[src/rtl/smb_regbank.sv]
module smb_regbank #(
  parameter int          NREG      = 16,
  parameter logic [7:0]  WR_ADDR   = 8'hD2,
  parameter logic [7:0]  RD_ADDR   = 8'hD3,
  parameter int          N_OE      = 3,
  parameter int          STRAP_IDX = 6,
  parameter int          STRAP_W   = 3,
  parameter int          ID_IDX    = 7,
  parameter int          CNT_IDX   = 8,
  parameter logic [7:0]  CNT_INIT  = 8'd8
) (
  input  logic                clk,
  input  logic                rst_n,
  input  logic                scl_i,
  input  logic                sda_i,
  output logic                sda_o,
  output logic                sda_oe,
  input  logic [STRAP_W-1:0]  strap_i,
  input  logic [7:0]          id_i,
  output logic [NREG*8-1:0]   regs_o
);
  localparam int         IW    = $clog2(NREG);
  localparam logic [8:0] NREG9 = 9'(NREG);

  typedef enum logic [2:0] {P_IDLE, P_RX, P_ACK, P_TX, P_MACK} phase_t;

  logic [2:0] scl_s, sda_s;
  phase_t     phase;
  logic [1:0] step;
  logic       rd;
  logic [3:0] bcnt;
  logic [7:0] sh, ofs, left;
  logic [7:0] rf [NREG];
  logic [7:0] rv [NREG];

  always_ff @(posedge clk or negedge rst_n)
    if (!rst_n) begin
      scl_s <= '1;
      sda_s <= '1;
    end else begin
      scl_s <= {scl_s[1:0], scl_i};
      sda_s <= {sda_s[1:0], sda_i};
    end

  wire scl_r    = scl_s[1];
  wire sda_r    = sda_s[1];
  wire scl_rise = scl_r & ~scl_s[2];
  wire scl_fall = ~scl_r & scl_s[2];
  wire start_d  = scl_r & scl_s[2] & sda_s[2] & ~sda_r;
  wire stop_d   = scl_r & scl_s[2] & ~sda_s[2] & sda_r;

  wire [7:0] rx_byte   = {sh[6:0], sda_r};
  wire       byte_done = (phase == P_RX) && scl_rise && (bcnt == 4'd7);
  wire       in_rng    = {1'b0, ofs} < NREG9;
  wire       wr_en     = byte_done && step == 2'd3 && left != 8'd0 && in_rng;
  wire [7:0] tx_byte   = (step == 2'd2) ? rf[CNT_IDX] : (in_rng ? rv[ofs[IW-1:0]] : 8'h00);

  assign sda_o = 1'b0;

  function automatic logic [7:0] init_val(int i);
    if (i < N_OE) return 8'hFF;
    if (i == CNT_IDX) return CNT_INIT;
    return 8'h00;
  endfunction

  always_ff @(posedge clk or negedge rst_n)
    if (!rst_n) begin
      for (int i = 0; i < NREG; i++) rf[i] <= init_val(i);
    end else if (wr_en) begin
      rf[ofs[IW-1:0]] <= rx_byte;
    end

  always_comb begin
    for (int i = 0; i < NREG; i++) rv[i] = rf[i];
    rv[STRAP_IDX][STRAP_W-1:0] = strap_i;
    rv[ID_IDX] = id_i;
    for (int i = 0; i < NREG; i++) regs_o[i*8 +: 8] = rv[i];
  end

  always_ff @(posedge clk or negedge rst_n)
    if (!rst_n) begin
      phase <= P_IDLE; step <= 2'd0; rd <= 1'b0; bcnt <= 4'd0;
      sh <= 8'h00; ofs <= 8'h00; left <= 8'h00; sda_oe <= 1'b0;
    end else if (start_d) begin
      phase <= P_RX; step <= 2'd0; bcnt <= 4'd0; sda_oe <= 1'b0;
    end else if (stop_d) begin
      phase <= P_IDLE; sda_oe <= 1'b0;
    end else begin
      case (phase)
        P_RX: if (scl_rise) begin
          sh   <= rx_byte;
          bcnt <= bcnt + 4'd1;
          if (bcnt == 4'd7) begin
            phase <= P_ACK;
            case (step)
              2'd0: if (rx_byte == WR_ADDR) begin rd <= 1'b0; step <= 2'd1; end
                    else if (rx_byte == RD_ADDR) begin rd <= 1'b1; step <= 2'd2; end
                    else phase <= P_IDLE;
              2'd1: begin ofs <= rx_byte; step <= 2'd2; end
              2'd2: if (rx_byte != 8'd0) begin left <= rx_byte; step <= 2'd3; end
                    else phase <= P_IDLE;
              default: if (left != 8'd0) begin left <= left - 8'd1; ofs <= ofs + 8'd1; end
                       else phase <= P_IDLE;
            endcase
          end
        end
        P_ACK: if (scl_fall) begin
          if (!sda_oe) sda_oe <= 1'b1;
          else begin
            bcnt <= 4'd0;
            if (rd) begin
              phase <= P_TX; sh <= tx_byte; sda_oe <= ~tx_byte[7];
            end else begin
              phase <= P_RX; sda_oe <= 1'b0;
            end
          end
        end
        P_TX: begin
          if (scl_rise) bcnt <= bcnt + 4'd1;
          if (scl_fall) begin
            if (bcnt == 4'd8) begin
              sda_oe <= 1'b0; phase <= P_MACK;
            end else begin
              sh <= {sh[6:0], sh[7]}; sda_oe <= ~sh[6];
            end
          end
        end
        P_MACK: begin
          if (scl_rise) begin
            if (sda_r) phase <= P_IDLE;
            else if (step == 2'd2) step <= 2'd3;
            else ofs <= ofs + 8'd1;
          end
          if (scl_fall) begin
            bcnt <= 4'd0; phase <= P_TX; sh <= tx_byte; sda_oe <= ~tx_byte[7];
          end
        end
        default: ;
      endcase
    end

  AST_DRIVE_SCL_LOW: assert property (@(posedge clk) disable iff (!rst_n) $rose(sda_oe) |-> !scl_r);
  AST_BAD_ADDR_IDLE: assert property (@(posedge clk) disable iff (!rst_n)
    byte_done && step == 2'd0 && rx_byte != WR_ADDR && rx_byte != RD_ADDR |=> phase == P_IDLE && !sda_oe);
  AST_WRITE_ACKED: assert property (@(posedge clk) disable iff (!rst_n) wr_en |=> phase == P_ACK);
  AST_ZERO_COUNT_NACK: assert property (@(posedge clk) disable iff (!rst_n)
    byte_done && step == 2'd2 && !rd && rx_byte == 8'd0 |=> phase == P_IDLE);
  AST_STOP_RELEASE: assert property (@(posedge clk) disable iff (!rst_n) stop_d |=> !sda_oe && phase == P_IDLE);
  AST_IDLE_SILENT: assert property (@(posedge clk) disable iff (!rst_n) phase == P_IDLE |-> !sda_oe);
endmodule

[config.mk]
export PLATFORM = sky130hd
export DESIGN_NAME = smb_regbank
export DESIGN_NICKNAME = d
export VERILOG_FILES = /design/src/rtl/smb_regbank.sv
export SDC_FILE = /design/constraint.sdc
export NUM_CORES = 1
export LEC_CHECK = 0
export BUFFER_PORTS_ARGS = -buffer_cell sky130_fd_sc_hd__buf_2
export CELL_PAD_IN_SITES_DETAIL_PLACEMENT = 0
export CELL_PAD_IN_SITES_GLOBAL_PLACEMENT = 1
export CORE_ASPECT_RATIO = 0.5
export CORE_MARGIN = 1.5
export CORE_UTILIZATION = 35
export CTS_CLUSTER_DIAMETER = 50
export DETAILED_ROUTE_END_ITERATION = 6
export PLACE_DENSITY_LB_ADDON = 0.1
export SLEW_MARGIN = 10
export SYNTH_ARGS = -nofsm -noshare
export SYNTH_HDL_FRONTEND = slang
export SYNTH_SLANG_ARGS = --single-unit
[constraint.sdc]
create_clock -name clk -period 2.5 [get_ports clk]
set_input_delay 0.5 -clock clk [delete_from_list [all_inputs] [get_ports clk]]
set_output_delay 0.5 -clock clk [all_outputs]
set_load 0.05 [all_outputs]
After elaboration in Yosys (flattened, before gate mapping). Index checks and enable logic that the tools add are counted.

Logic and storage cells: 199. Input port bits: 15. Output and inout port bits: 130. Bits in registers: 169.

Equality and inequality tests: 47. Reductions and logical operators: 28. Multiplexer cells: 75. Add/subtract/negate cells: 3. Bitwise operators: 17. Order comparisons: 3.

Operators with widths (count): $mux 8 (20); $bwmux 128 (1); $pmux 8 s2 (3); $mux 3 (11); $bmux 8 s4 (1); $demux 8 s4 (1); $pmux 8 s4 (1); $mux 2 (15); $reduce_and 10->1 (3); $ne 4x4->1 const B (7); $ne 2x2->1 const B (13); $mux 4 (6); $ne 3x3->1 const B (7); $eq 8x8->1 const B (2); $reduce_bool 8->1 (2); $ne 5x5->1 const B (3); $pmux 2 s3 (2); $pmux 3 s4 (1); $pmux 4 s3 (1); $mux 1 (10); $not 1->1 (9); $reduce_and 9->1 (1); $add 8x1->8 const B (1); $lt 8x5->1 const B (1); other kinds (32) (51).

Longest topological paths before layout.
Word-level depth: 13. Mapped depth: 9. Mapped depth without buffers: 7.

Worst setup path before layout. No wires, ideal clock.

Kind: reg2reg. Start: reg scl_s[1]. End: reg rf (netlist bit regs_o[88]). Clock period less this slack: 2.542 ns. Slack: -0.042 ns. Cell stages (with the launch flop): 8. Arrival: 2.418 ns. Required time: 2.375 ns. Library setup time: 0.125 ns. Path through: dfstp_2 ha_1 inv_1 or3_1 clkbuf_1 nor4_4 nand3_2 mux2_2.

Longest elaborated chain between the ends: 6.

RTL lines: from (decl) (line 27) `logic [2:0] scl_s, sda_s;`; from (signal assigned) (line 41) `scl_s <= {scl_s[1:0], scl_i};`; $and 1x1->1 (line 47) `wire scl_rise = scl_r & ~scl_s[2];`; $logic_and 1x1->1 (2 in a row) (line 53) `wire byte_done = (phase == P_RX) && scl_rise && (bcnt == 4'd7);`; $logic_and 1x1->1 (3 in a row) (line 55) `wire wr_en = byte_done && step == 2'd3 && left != 8'd0 && in_rng;`; to (signal, indexed assignment) (line 70) `rf[ofs[IW-1:0]] <= rx_byte;`; to (decl) (line 33) `logic [7:0] rf [NREG];`.

Every way passes these cells. A chain may end at the register's enable or synchronous reset.

Worst setup path after layout.
Start: reg bcnt[0]. End: reg rf (netlist bit regs_o[40]).

Longest elaborated chain between the ends: 5.

RTL lines: from (decl) (line 31) `logic [3:0] bcnt;`; from (signal assigned) (line 92) `bcnt <= bcnt + 4'd1;`; from (signal assigned) (line 119) `if (scl_rise) bcnt <= bcnt + 4'd1;`; $eq 4x3->1 (line 53); $logic_and 1x1->1 (line 53); $logic_and 1x1->1 (3 in a row) (line 55).

Every way passes these cells.

==> key figures <==
Synth
  – Area share of the largest cell type after synthesis: between 30% and 40%
  – Main synth FF type: dfrtp_1
  – Most frequent cell after synthesis: dfrtp_1
  – Cell taking the most area after synthesis: dfrtp_1
  – Synth Instances: around 700
  – Area contributors post-synth: dfrtp_1, mux2_2, dfstp_2
  – Commonest cells in the netlist: dfrtp_1, mux2_2, nand2_1
  – Syn Area/Cell: ~12 um^2
  – Post-synth cell types: between 60 and 70
  – Yosys reg bits: between 150 and 200
  – Mapped Area: roughly 0.0084 mm^2
  – Syn nets: around 730
  – Post-synthesis async set-or-reset flop share: 100%
  – Syn. warnings: 0
  – EDFF count, synth: 0
  – Post-synthesis sequential area ratio: 47.5%

Timing
  – Worst slew pin tran: around 660 ps
  – Fin. max-slew vios: 0
  – Fin worst setup slack: around 76 ps
  – Fin. Hold Viols: 0
  – Hold_ws: ~160 ps
  – Worst slew margin: between 50% and 60%
  – Final period utilization: a little over nine tenths
  – Setup-failing EPs final: 0
  – Clock period minus worst slack: between 2000 and 2500 ps
  – Fmax: about 410 MHz
  – Layout Skew: 16.9 ps

Route
  – Wirelength per Cell: 21.6 um
  – Post-route ant nets: 0
  – Final WL: roughly 26000 um
  – DR DRC count: 0
  – Mean number of vias per cell: approximately 5.4
  – Initial DRC Count: 408
  – Vias: around 6400
  – Drt pass-1 iters: 4

Pwr
  – Leakage Power: about 0.005 uW
  – Pwr dens: between 500 and 600 mW/mm^2
  – Worst vdd ir: 538 uV

Setup path
  – Cell Chain, Critical Path: ha_1 -> nand4bb_1 -> or3_4 -> nor4_1 -> buf_4 -> nand2_1 -> buf_4 -> mux2_2
  – Critical path capture point type: register
  – Crit path launch type: register
  – Most frequent CP cell: buf_4
  – CP max stage cell: or3_4
  – R2R depth: 8
  – CP peak stage delay: about 440 ps
  – Reg2reg end: regs_o[40]
  – Register-to-register setup slack: 80 ps
  – Reg2reg start: bcnt[0]
  – CP Buf/Inv Count: 2
  – Req. time, crit path: approximately 2800 ps
  – Critical path's top delay family: simple AND/OR/NAND/NOR gates
  – Crit Path Class: register to register
  – CP Max Fanout: 5
  – Worst EP arrival: ~2800 ps

Clocking
  – Max Root-Sink Buffers: 2
  – TritonCTS Buffers: 17
  – CTS tree: yes
  – Clock transition at the registers of the reported paths: ~60 ps
  – Clock insertion delay at the later pin of the skew report: approximately 450 ps
  – H-Tree Depth: 4
  – Clk sink count: between 150 and 200
  – Clock root cell: clkbuf_16
  – Setup bufs post-CTS: 0

Global routing
  – Total GRT Usage: approximately 22%
  – Initial antenna violation count: 0
  – Gr ovfl total: 0
  – Global-route wire length before repair: between 30000 and 40000 um
  – Largest net degree at the start of global routing: between 50 and 60
  – Vias in the first global route: between 6000 and 7000

Placement
  – Place WS: around 14 ps
  – Placed cells: between 1000 and 1500
  – Port bufs: ~140
  – Dpl hpwl: 18700 um
  – Routability-driven placement congestion ratio: between 0.8 and 0.9

Die
  – Die H: approximately 110 um
  – Die area: approximately 0.025 mm^2
  – Die W: roughly 220 um
  – Io pins: around 150
  – Initial Utilization: between 30% and 40%
  – Row count: 39
  – CORE AREA: about 0.023 mm^2

Layout
  – P&R area growth vs syn: 24.7%
  – Layout cells sized above 1: 50.5%
  – # diodes: 0
  – # nets final: roughly 900
  – Final non-filler cell total: around 1200
  – Fillers: roughly 2200

Run status
  – Status: finished, final reports clean

Job
  – Max-cap viol count: 0

Min path
  – Cell depth of the worst hold path: 1
  – HP Start: scl_i
  – Hold/Removal Path Class: primary input to register
  – Destination of the worst hold path: scl_s[0]
-- flip-flops by register name (all words and copies together), names as in the netlist --
signal,cells
sh,8
rd,1
bcnt,4
sda_s,3
sda_oe,1
left,8
regs_o,117
step,2
ofs,8
scl_s,3
phase,3
-- metrics by stage --
| step | TNS, ps | util (%) | instance area, um^2 | power, uW |
|---|---|---|---|---|
| after floorplan | -12.4 | - | 8430 | 3220 |
| after global placement | 0 | 42.5 | 9850 | 3620 |
| after detailed placement | 0 | 42.5 | 9850 | 3630 |
| after CTS | 0 | 45.1 | 10500 | 6310 |
| after global routing | -2.89 | 45.2 | 10500 | 6490 |
| final | 0 | 45.2 | 10500 | 6210 |
-- cells in the final DEF, fill, tap and decap left out, types with 4 or more instances in the layout --
master     Yosys  final
inv_1         18     18
nand3b_1       6      6
nand2_1       47     46
nor3_1         7      7
a31oi_1        5      5
buf_12         0      7
buf_2          4    142
nor4_1         7      6
clkbuf_16      0     17
o211ai_1       5      5
ha_1          15     14
mux2i_1       29     29
a21oi_1       27     27
buf_4         12     60
nor2_1        22     22
nand2b_1       8      8
mux4_2        30     30
o21ai_0       35     35
nand3_1       18     18
mux2_2       120    119
nor2b_1        6      6
dfrtp_1      127    126
dfstp_2       31     31
nand3b_2       4      4
o22ai_1       13     12
-- cells by family after synthesis --
group	after synthesis	share of synthesized area, %
xor+xnor	1	0.104
buf+inv	76	3.99
mux	179	27.6
compound gates	113	8.38
fa+ha+maj	15	2.23
flops	158	47.5
simple gates	154	10.2
other cells	1	0.0446
-- final cells by class --
cell class / instances / area [um^2] / area share, %
multi-input cells: 463 / 4120 / 39.3
clock inverters: 11 / 129 / 1.23
repair buffers: 211 / 1320 / 12.6
flip-flops and latches: 158 / 3990 / 38.1
clock buffers: 21 / 460 / 4.40
inverters: 18 / 67.6 / 0.645
well taps: 307 / 384 / 3.67
-- how the worst max path moves through the flow --
stage / end / from / cells after the start / slack (ps)
global route: regs_o[40] / bcnt[1] / 8 / -3
floorplan: regs_o[88] / bcnt[0] / 7 / -10
global placement: regs_o[46] / bcnt[1] / 8 / 30
CTS: regs_o[88] / bcnt[0] / 8 / 20
finish: regs_o[40] / bcnt[0] / 8 / 80
detailed placement: regs_o[64] / bcnt[1] / 7 / 10
-- report_power, final --
| part | internal (uW) | switching, uW |
|---|---|---|
| Combinational | 225 | 627 |
| Clock | 1530 | 1110 |
| Sequential | 2640 | 77.9 |
-- per-layer routing --
metal  routed length [um]  vias to the layer above  track usage (%)
li1                     -                     2912                -
met1                12900                     3332             31.9
met2                11300                      145             31.8
met3                 1140                       20             5.00
met4                  258                        0             5.07
met5                    0                        -                0
-- what timing repair did --
action / 4_1_cts / 5_1_grt
endpoints found under the hold margin: 30 / 0
resized for setup: 2 / 3
pin swaps: 0 / 1
hold buffers: 1 / 0
setup endpoints to repair: 7 / 88
-- worst reg2reg max path, cell delays in order, from the launching register on --
cell and delay (ps):
dfrtp_1 380, ha_1 230, nand4bb_1 160, or3_4 440
nor4_1 360, buf_4 190, nand2_1 90, buf_4 190
mux2_2 260
No activity file was read; power rests on OpenSTA's default activity.
